--- src/rtl/ctl_dec_pkg.sv ---
package ctl_dec_pkg;
  localparam int INSTR_W  = 16;
  localparam int RA_W     = 3;
  localparam int FS_W     = 4;
  localparam int NUM_RF   = 3;
  localparam int OPC_LSB  = NUM_RF * RA_W;
  localparam int OPC_W    = INSTR_W - OPC_LSB;
  localparam int CLS_W    = 3;
  localparam int CLS_LSB  = INSTR_W - CLS_W;
  localparam int FS_LSB   = OPC_LSB;
  localparam int CW_W     = NUM_RF * RA_W + FS_W + 7;

  typedef struct packed {
    logic [RA_W-1:0] da;
    logic [RA_W-1:0] aa;
    logic [RA_W-1:0] ba;
    logic            mb;
    logic [FS_W-1:0] fs;
    logic            md;
    logic            rw;
    logic            mw;
    logic            pl;
    logic            jb;
    logic            bc;
  } ctl_word_t;
endpackage

--- src/rtl/ctl_addr_route.sv ---
module ctl_addr_route
  import ctl_dec_pkg::*;
(
  input  logic [INSTR_W-1:0] instr,
  output logic [RA_W-1:0]    da,
  output logic [RA_W-1:0]    aa,
  output logic [RA_W-1:0]    ba
);
  logic [RA_W-1:0] fld [NUM_RF];

  // Slice the low instruction bits into equal register fields, lowest first.
  for (genvar g = 0; g < NUM_RF; g++) begin : g_fld
    assign fld[g] = instr[g*RA_W +: RA_W];
  end

  assign ba = fld[0];
  assign aa = fld[1];
  assign da = fld[2];
endmodule

--- src/rtl/ctl_class_logic.sv ---
module ctl_class_logic
  import ctl_dec_pkg::*;
(
  input  logic [CLS_W-1:0] cls,
  input  logic             cond_sel,
  output logic             mb,
  output logic             md,
  output logic             rw,
  output logic             mw,
  output logic             pl,
  output logic             jb,
  output logic             bc
);
  logic top_b, mid_b, low_b;

  assign {top_b, mid_b, low_b} = cls;

  // Opcode assignment keeps each control bit to one or two class bits.
  always_comb begin
    mb = top_b;
    md = low_b;
    rw = ~mid_b;
    mw = mid_b & ~top_b;
    pl = top_b & mid_b;
    jb = low_b;
    bc = cond_sel;
  end
endmodule

--- src/rtl/ctl_fs_mask.sv ---
module ctl_fs_mask
  import ctl_dec_pkg::*;
(
  input  logic [FS_W-1:0] fs_raw,
  input  logic            pl,
  output logic [FS_W-1:0] fs
);
  // The lowest select bit doubles as the branch condition; blank it on PC-control.
  assign fs = {fs_raw[FS_W-1:1], fs_raw[0] & ~pl};
endmodule

--- src/rtl/ctl_decoder.sv ---
module ctl_decoder
  import ctl_dec_pkg::*;
#(
  parameter bit REGISTER_OUT = 1'b1
) (
  input  logic               clk,
  input  logic               rst,
  input  logic               instr_valid,
  input  logic [INSTR_W-1:0] instr,
  output logic               cw_valid,
  output logic [CW_W-1:0]    ctrl_word
);
  ctl_word_t cw_next;

  ctl_addr_route u_addr (
    .instr (instr),
    .da    (cw_next.da),
    .aa    (cw_next.aa),
    .ba    (cw_next.ba)
  );

  ctl_class_logic u_cls (
    .cls      (instr[CLS_LSB +: CLS_W]),
    .cond_sel (instr[FS_LSB]),
    .mb       (cw_next.mb),
    .md       (cw_next.md),
    .rw       (cw_next.rw),
    .mw       (cw_next.mw),
    .pl       (cw_next.pl),
    .jb       (cw_next.jb),
    .bc       (cw_next.bc)
  );

  ctl_fs_mask u_fs (
    .fs_raw (instr[FS_LSB +: FS_W]),
    .pl     (cw_next.pl),
    .fs     (cw_next.fs)
  );

  if (REGISTER_OUT) begin : g_reg
    always_ff @(posedge clk) begin
      if (rst) begin
        cw_valid  <= 1'b0;
        ctrl_word <= '0;
      end else begin
        cw_valid <= instr_valid;
        if (instr_valid) ctrl_word <= cw_next;
      end
    end
  end else begin : g_comb
    assign cw_valid  = instr_valid;
    assign ctrl_word = cw_next;
  end
endmodule

--- config.mk ---
export PLATFORM = sky130hd
export DESIGN_NAME = ctl_decoder
export DESIGN_NICKNAME = d
export VERILOG_FILES = /design/src/rtl/ctl_dec_pkg.sv /design/src/rtl/ctl_addr_route.sv /design/src/rtl/ctl_class_logic.sv /design/src/rtl/ctl_fs_mask.sv /design/src/rtl/ctl_decoder.sv
export SDC_FILE = /design/constraint.sdc
export NUM_CORES = 1
export LEC_CHECK = 0
export ABC_AREA = 1
export CAP_MARGIN = 25
export CORE_AREA = 5 5 42 44
export DETAILED_ROUTE_END_ITERATION = 16
export DIE_AREA = 0 0 47 49
export DONT_BUFFER_PORTS = 1
export PLACE_DENSITY = 0.76
export SKIP_CTS_REPAIR_TIMING = 1
export SYNTH_ARGS = -nofsm -noshare
export SYNTH_HDL_FRONTEND = slang
export SYNTH_SLANG_ARGS = --single-unit
--- constraint.sdc ---
create_clock -name clk -period 1.1 [get_ports clk]
set_input_delay 0.11 -clock clk [delete_from_list [all_inputs] [get_ports clk]]
set_output_delay 0.11 -clock clk [all_outputs]
set_load 0.005 [all_outputs]
==> impl_results.md <==
- Synth Area in Simple Gates: 19.55%
- Die Y: 49 um
- Detailed-route DRC error count: 0
- Yosys reg bits: 20
- H-tree Lvls: 1
- Layout overhead on the synthesized area: 24.26%
- Power density cells: 1426 nW/um^2
- Post-synthesis adder-cell area fraction: 0%
- Final Util: 63.57%
- Cell area after synthesis: 716.9 sq um
- Compound-Gate Fraction of Synth Area: 15.71%
- Mapped Nets: 105
- Tot Pwr: 1.270 mW
- Critical setup path kind: in2reg
- Period minus WS final: 0.9048 ns
- Fin crit share: 82.25%
- Pre-CTS WS: 0.4596 ns
- Synth cell types: 13
- First-pass GRT wire length: 2.256 mm
- Cells after DPL: 97
- Arrival @ worst endpoint: 1.14 ns
- Vias in the first global route: 523
- Nets: 123
- Mux contribution to synthesized area: 0%
- GR Util All Layers: 13.10%
- Most used routing layer: met2
- ANT cells: 0
- Deepest clock path buffer count: 2
- Final Skew: 0 ns
- Port Buffers: 0
- Initial antenna violation count: 0
- Largest family of logic cells by synthesized area: simple AND/OR/NAND/NOR gates
- Critical Path RT: 1.33 ns
- Hold-critical path depth: 2
- Commonest non-fill, non-tap cell in the layout: nor2_1
- Clk Latency, worst-skew pair: 0.28 ns
- DRT iter0 DRCs: 11
- Die Area: 2303 sq um
- Clock transition at the registers of the reported paths: 0.10 ns
- Via/cell ratio: 5.110
- Core area: 1401 sq um
- Max rail drop VDD: 794.0 uV
- GR Overflow Total: 0
- Routability congestion estimate: 0.6670
- HPWL Detailed: 1.013 mm
- Max capacitance violation total: 0
- Final Max Slew Viols: 0
- Seq/Total Area, Yosys: 55.85%
- Cts bufs inserted: 3
- Startpoint Class: primary input
- CTS Root Cell: clkbuf_4
- Crit-path max FO: 14
- Fill cell count: 130
- Lkg Pwr: 0.3721 nW
- Status: finished, violations left
- RSZ-0062 raised after global routing: false
- Final Setup Violations: 0
- Die Wd: 47 um
- Post-Route WL: 1.623 mm
- Rows: 14
- Met2 Use GR: 20.36%
- Starting Density: 51.16%
- CTS tree: built
- Met1 GRT Util: 15.21%
- Syn. warnings: 0
- Clk sink count: 20
- Slew @ Worst Pin: 0.3222 ns
- Fmax: 1105 MHz
- Post-route ant nets: 0
- Vias: 603
- Slew headroom: 78.45%
- Worst hold path type: in2reg
- Cells after Synth: 86
- Share of cells above drive strength 1: 8.824%
- Met3 Usage GRT: 5.535%
- DR WL/cell: 13.75 um
- DRT Pass-1 Iters: 6
- Pin count of the biggest net entering global routing: 22
- Final Hold Vio Count: 7
- Setup total negative slack: 0 ns
- Post-Synth XOR/XNOR Area: 0%
- Failing checks: hold timing
- Hold_ws: -0.01351 ns
- Setup ws final: 0.1952 ns
- Post-route insts no fill: 118
- IO Pins: 40
- Reg2reg path depth: 2
- Crit. End Element: flop
- Avg Cell Area, Syn: 8.336 sq um
- Most frequent cells in the layout: 27 x nor2_1, 20 x dfxtp_1, 18 x dlygate4sd3_1
==> synth_stat cells <==
cell / count / area [sq um]
inv_1: 1 / 3.750
a21oi_2: 1 / 8.760
nand3_1: 2 / 10.01
nor2_1: 27 / 101.4
dfxtp_1: 20 / 400.4
o21ai_2: 1 / 8.760
nand2_2: 1 / 6.260
buf_4: 2 / 15.01
a21oi_1: 5 / 25.02
buf_6: 3 / 33.78
inv_2: 3 / 11.26
o21ai_0: 14 / 70.07
nand2_1: 6 / 22.52
==> per-stage QoR <==
stage,cell area (sq um),hold slack (ns)
floorplan,716.9,0.1724
global route,890.9,0.005675
detailed placement,688.2,0.1740
finish,890.9,-0.01351
global placement,688.2,0.1733
CTS,710.7,-0.1380
==> layout make-up <==
cell class | count | area, sq um | area share (%)
Sequential cell | 20 | 400.4 | 44.94
Tap cell | 16 | 20.02 | 2.247
Timing Repair Buffer | 18 | 180.2 | 20.22
Multi-Input combinational cell | 57 | 252.7 | 28.37
Clock buffer | 3 | 22.52 | 2.528
Inverter | 4 | 15.01 | 1.685
==> cell families (layout without fill, tap and decap cells) <==
kind of cell           Yosys count  count (layout)
AOI/OAI and AO/OA               21              21
buffers and inverters            9              25
DFF                             20              20
and+or+nand+nor                 36              36
==> state kept, by name (all words and copies together), names as in the netlist <==
register,count
ctrl_word,19
cw_valid,1
==> where the power goes <==
| part | switching (mW) | total [mW] | internal (mW) |
|---|---|---|---|
| Combinational | 0.0635 | 0.135 | 0.0714 |
| Clock | 0.202 | 0.330 | 0.127 |
| Sequential | 0.0350 | 0.806 | 0.771 |
==> routing by layer <==
| metal | routed length (um) | part of all wire (%) |
|---|---|---|
| met2 | 803 | 49 |
| met5 | 0 | 0 |
| met4 | 10 | 0.62 |
| met1 | 634 | 39 |
| met3 | 175 | 11 |
==> critical path, stage by stage <==
cell           delay, ns
dlygate4sd3_1       0.73
nand2_2             0.10
inv_2               0.05
nand2_1             0.05
a21oi_2             0.10
==> worst paths after layout <==
path                                                 from                          to  slack [ns]
worst max-delay path                          instr_valid   ctrl_word[6]$_SDFFE_PP0P_        0.20
worst min-delay path                          instr_valid  ctrl_word[19]$_SDFFE_PP0P_       -0.01
worst max register to register  ctrl_word[5]$_SDFFE_PP0P_   ctrl_word[5]$_SDFFE_PP0P_        0.43
worst min register to register  ctrl_word[3]$_SDFFE_PP0P_   ctrl_word[3]$_SDFFE_PP0P_        0.49
Power figures use the tool's default switching activity.
